`config.mk`:
```
export PLATFORM = sky130hd
export DESIGN_NAME = blkzero_seq
export DESIGN_NICKNAME = d
export VERILOG_FILES = /design/src/rtl/blkzero_pkg.sv /design/src/rtl/blkzero_ctrl.sv /design/src/rtl/blkzero_addr.sv /design/src/rtl/blkzero_seq.sv
export SDC_FILE = /design/constraint.sdc
export NUM_CORES = 1
export LEC_CHECK = 0
export BUFFER_PORTS_ARGS = -buffer_cell sky130_fd_sc_hd__buf_2
export CAP_MARGIN = 20
export CORE_MARGIN = 2
export CORE_UTILIZATION = 48
export DETAILED_ROUTE_END_ITERATION = 6
export PLACE_DENSITY = 0.81
export SLEW_MARGIN = 10
export SYNTH_ARGS = -nofsm -noshare
export SYNTH_HDL_FRONTEND = slang
export SYNTH_HIERARCHICAL = 1
export SYNTH_SLANG_ARGS = --single-unit
```
`constraint.sdc`:
```
create_clock -name clk -period 2.5 [get_ports clk]
set_clock_uncertainty 0.15 [all_clocks]
set_input_delay 0.125 -clock clk [delete_from_list [all_inputs] [get_ports clk]]
set_output_delay 0.125 -clock clk [all_outputs]
set_load 0.1 [all_outputs]
```
`src/rtl/blkzero_pkg.sv`:
```
package blkzero_pkg;
  typedef enum logic {
    RUN_IDLE = 1'b0,
    RUN_ACTIVE = 1'b1
  } run_state_e;
endpackage

```
`src/rtl/blkzero_ctrl.sv`:
```
module blkzero_ctrl
  import blkzero_pkg::*;
#(
  parameter int NUM_WORDS = 8
) (
  input  logic clk,
  input  logic rst,
  input  logic start_i,
  input  logic ready_i,
  output logic load_o,
  output logic step_o,
  output logic active_o,
  output logic done_o
);
  localparam int CNT_W = (NUM_WORDS > 1) ? $clog2(NUM_WORDS) : 1;
  localparam logic [CNT_W-1:0] LAST_IDX = CNT_W'(NUM_WORDS - 1);

  run_state_e       state_q;
  logic [CNT_W-1:0] cnt_q;
  logic             last_w;
  logic             done_q;

  assign load_o   = (state_q == RUN_IDLE) && start_i;
  assign step_o   = (state_q == RUN_ACTIVE) && ready_i;
  assign last_w   = (cnt_q == LAST_IDX);
  assign active_o = (state_q == RUN_ACTIVE);
  assign done_o   = done_q;

  always_ff @(posedge clk) begin
    if (rst) begin
      state_q <= RUN_IDLE;
      cnt_q   <= '0;
      done_q  <= 1'b0;
    end else begin
      done_q <= step_o && last_w;
      if (load_o) begin
        state_q <= RUN_ACTIVE;
        cnt_q   <= '0;
      end else if (step_o) begin
        if (last_w) begin
          state_q <= RUN_IDLE;
        end else begin
          cnt_q <= cnt_q + 1'b1;
        end
      end
    end
  end
endmodule

```
`src/rtl/blkzero_addr.sv`:
```
module blkzero_addr #(
  parameter int ADDR_W = 32,
  parameter int STEP   = 4
) (
  input  logic              clk,
  input  logic              rst,
  input  logic              load_i,
  input  logic              step_i,
  input  logic [ADDR_W-1:0] base_i,
  output logic [ADDR_W-1:0] addr_o
);
  localparam logic [ADDR_W-1:0] STEP_V = ADDR_W'(STEP);

  logic [ADDR_W-1:0] addr_q;

  always_ff @(posedge clk) begin
    if (rst) begin
      addr_q <= '0;
    end else if (load_i) begin
      addr_q <= base_i;
    end else if (step_i) begin
      addr_q <= addr_q + STEP_V;
    end
  end

  assign addr_o = addr_q;
endmodule

```
`src/rtl/blkzero_seq.sv`:
```
module blkzero_seq #(
  parameter int ADDR_W     = 32,
  parameter int DATA_W     = 32,
  parameter int LINE_BYTES = 32
) (
  input  logic              clk,
  input  logic              rst,
  input  logic              start_i,
  input  logic [ADDR_W-1:0] base_i,
  output logic              busy_o,
  output logic              wr_valid_o,
  output logic [ADDR_W-1:0] wr_addr_o,
  output logic [DATA_W-1:0] wr_data_o,
  input  logic              wr_ready_i,
  output logic              done_o
);
  localparam int WORD_BYTES = DATA_W / 8;
  localparam int NUM_WORDS  = LINE_BYTES / WORD_BYTES;

  logic load_w;
  logic step_w;
  logic active_w;

  blkzero_ctrl #(
    .NUM_WORDS(NUM_WORDS)
  ) u_ctrl (
    .clk     (clk),
    .rst     (rst),
    .start_i (start_i),
    .ready_i (wr_ready_i),
    .load_o  (load_w),
    .step_o  (step_w),
    .active_o(active_w),
    .done_o  (done_o)
  );

  blkzero_addr #(
    .ADDR_W(ADDR_W),
    .STEP  (WORD_BYTES)
  ) u_addr (
    .clk   (clk),
    .rst   (rst),
    .load_i(load_w),
    .step_i(step_w),
    .base_i(base_i),
    .addr_o(wr_addr_o)
  );

  assign busy_o     = active_w;
  assign wr_valid_o = active_w;
  assign wr_data_o  = '0;
endmodule

```
==> summary.md <==
| Metric | Value |
|---|---|
| Initial core utilization | `0.499` |
| Hold path startpoint | `base_i[16]` |
| CP max stage delay | `around 0.5 ns` |
| Design area | `just over 0.003 mm²` |
| Synthesized flop and latch total | `37` |
| Main synth FF type | `dfxtp_1` |
| Crit path max-delay family | `simple AND/OR/NAND/NOR gates` |
| Flop2flop setup slack | `0.40 ns` |
| DR vias/cell | `between 5 and 6` |
| Post-synth EDFFs | `0` |
| Worst Reg2Reg Path Length in Cells | `4` |
| WS Path Type | `flop to flop` |
| Clock root cell | `clkbuf_8` |
| Core outline area | `roughly 0.0048 mm²` |
| Worst EP required | `2.52 ns` |
| Clk slew on worst S/H paths | `~0.070 ns` |
| Worst path bufs/invs | `0` |
| Pin count of the biggest net entering global routing | `34` |
| Final ANT Viol Nets | `0` |
| Min Tclk post-route | `approximately 2.1 ns` |
| Post-DP HPWL | `between 4 and 5 mm` |
| Max clock buf depth | `2` |
| Initial antenna violation count | `0` |
| Critical Path Source Type | `flop` |
| CTS tree | `done` |
| LEAKAGE | `~1.3 nW` |
| Hold WC Path Type | `input port to flop` |
| Via count | `2,464` |
| Synth Instances | `287` |
| Layout cells sized above 1 | `0.302` |
| Achievable frequency | `between 400 and 500 MHz` |
| Post-synth design cell area | `0.00237 mm²` |
| CP Capture Type | `flop` |
| Critical path cell sequence | `nand4_1 > or3_1 > o311a_1 > a2111oi_2` |
| Setup TNS | `0 ns` |
| # Post-CTS Setup Buffers | `0` |
| Global-route wire length before repair | `9.69 mm` |
| Clk_lat worst skew | `around 0.28 ns` |
| CP max FO | `10` |
| Hold Path End | `u_addr/addr_o[16]` |
| Io pins | `about 100` |
| Run status | `finished, final reports clean` |
| Clock sinks | `37` |
| Drc violations | `0` |
| Die area | `roughly 0.0055 mm²` |
| RSZ-0062 raised after global routing | `false` |
| Final RePlAce weighted congestion | `0.871` |
| Iter 0 DRT Violations | `~190` |
| Antenna cells | `0` |
| TritonRoute pass-1 iters | `5` |
| R2R Path Start | `u_addr/addr_o[8]` |
| Final Hold Viols | `0` |
| Cell variety after synth | `approximately 50` |
| Final period util | `0.841` |
| Sequential element share of the synthesized area | `0.312` |
| Async SR Flop Fraction | `0` |
| Max-slew headroom | `0.508` |
| Cell row count | `25` |
| PD cells | `606 mW/mm²` |
| Chip height | `~74 µm` |
| Routed wire length | `between 6 and 7 mm` |
| Grt total ovfl | `0` |
| Vias in the first global route | `~2,100` |
| Slew @ Worst Pin | `about 0.74 ns` |
| Reg-to-reg endpoint | `u_addr/addr_o[24]` |
| Arr. time, crit path | `approximately 2.1 ns` |
| Fin nets | `between 400 and 500` |
| I/O Buffers | `70` |
| Num CTS Buffers | `5` |
| Syn avg cell area | `8.27 µm²` |
| Die X | `roughly 74 µm` |
| Max-Cap Viols | `0` |
| Yosys warnings | `6` |
| Layout Area Growth over Synthesis | `28.0%` |
| Fin. max-slew vios | `0` |
| Tot GR Track Use | `0.226` |
| CTS H-tree depth | `2` |
| Slowest CP cell | `or3_1` |
| Hold depth | `3` |
| # setup viols final | `0` |
| Peak supply drop | `0.335 mV` |
| Placed Instance Area | `0.00270 mm²` |
| Routed len/inst | `~14 µm` |
-- final cells by class --
type                            count  area, µm²
Clock buffer                        8       80.1
Tap cell                           67       83.8
Multi-Input combinational cell    227       1420
Sequential cell                    37        769
Timing Repair Buffer              103        663
Inverter                            6       22.5
Fill cell                         422       1720
-- synthesized netlist by cell type (4+ instances only) --
library cell,count,area [µm²]
dfxtp_1,37,741
buf_4,33,248
nor2_1,28,105
nand2_1,20,75.1
nand4_1,17,106
nor4_1,10,62.6
a211oi_1,9,67.6
clkbuf_1,9,33.8
nand3_1,8,40.0
xor2_1,8,70.1
a21oi_1,7,35.0
or3_1,7,43.8
inv_1,6,22.5
a311oi_1,5,43.8
and4_1,5,43.8
mux2i_1,5,50.1
buf_2,4,20.0
nand2b_1,4,25.0
nor3_1,4,20.0
nor3b_1,4,30.0
o21ai_0,4,20.0
-- power by group --
part           internal (mW)  leakage (nW)  switching [mW]
combinational          0.135         0.964           0.614
sequential             0.637         0.313          0.0608
clock                  0.198        0.0395           0.196
-- cell usage in the layout, fill, tap and decap left out, types with 6 or more instances in the layout --
cell           instances
dfxtp_2               23
nand4_1               17
nor2_1                28
nand3_1                8
buf_4                  7
a211oi_1               9
inv_1                  6
nand2_1               20
dfxtp_1               14
xor2_1                 8
or3_1                  7
a21oi_1                7
nor4_1                10
conb_1                32
buf_2                 70
dlygate4sd3_1         26
-- logic make-up (layout without fill, tap and decap cells) --
| group | after synthesis | in the layout | share of synthesized area |
|---|---|---|---|
| other | 1 | 32 | 0.00158 |
| xor gates and xnor gates | 10 | 10 | 0.0369 |
| and+or+nand+nor | 129 | 129 | 0.313 |
| AOI/OAI and AO/OA | 48 | 48 | 0.160 |
| DFF | 37 | 37 | 0.312 |
| muxes | 5 | 5 | 0.0211 |
| adders and majority gates | 3 | 3 | 0.0158 |
| buffers and inverters | 54 | 117 | 0.140 |
-- through the flow --
step                      utilization  hold WS (ns)  power (mW)  instances  worst slack, ns
after global placement          0.568         0.204        1.41        414            0.502
after detailed placement        0.568         0.222        1.42        414            0.414
after floorplan                     -        0.0403        1.36        318           0.0337
final                           0.639        0.0220        1.84        448            0.398
after CTS                       0.639       0.00666        1.85        448            0.407
after global routing            0.639        0.0250        1.91        448            0.203
-- worst register-to-register path: stages (launching register included) --
cell,delay (ns)
dfxtp_2,0.41
nand4_1,0.24
or3_1,0.50
o311a_1,0.40
a2111oi_2,0.30
-- how the worst max path moves through the flow --
stage | end | from | slack (ns) | cells after the start
detailed placement | u_addr/addr_o[24] | u_addr/addr_o[8] | 0.41 | 4
CTS | u_addr/addr_o[22] | u_addr/addr_o[12] | 0.41 | 4
finish | u_addr/addr_o[24] | u_addr/addr_o[8] | 0.40 | 4
global route | u_addr/addr_o[13] | u_ctrl/active_o | 0.20 | 5
floorplan | u_addr/addr_o[22] | u_addr/addr_o[8] | 0.03 | 6
global placement | u_addr/addr_o[22] | u_addr/addr_o[8] | 0.50 | 4
-- flip-flops by register name (all words and copies together), names as in the netlist --
signal           cells
u_addr/addr_o       32
u_ctrl/active_o      1
u_ctrl/cnt_q         3
u_ctrl/done_o        1
-- what timing repair did --
action | in CTS | in global routing
hold endpoints to repair | 26 | 0
resized for setup | 0 | 0
hold buffers | 26 | 0
-- routing by layer --
metal  wire [µm]  track usage
met1        2770        0.297
met2        3130        0.383
met3         406       0.0379
met4          42       0.0694
met5           0            0
Power figures use the tool's default switching activity.
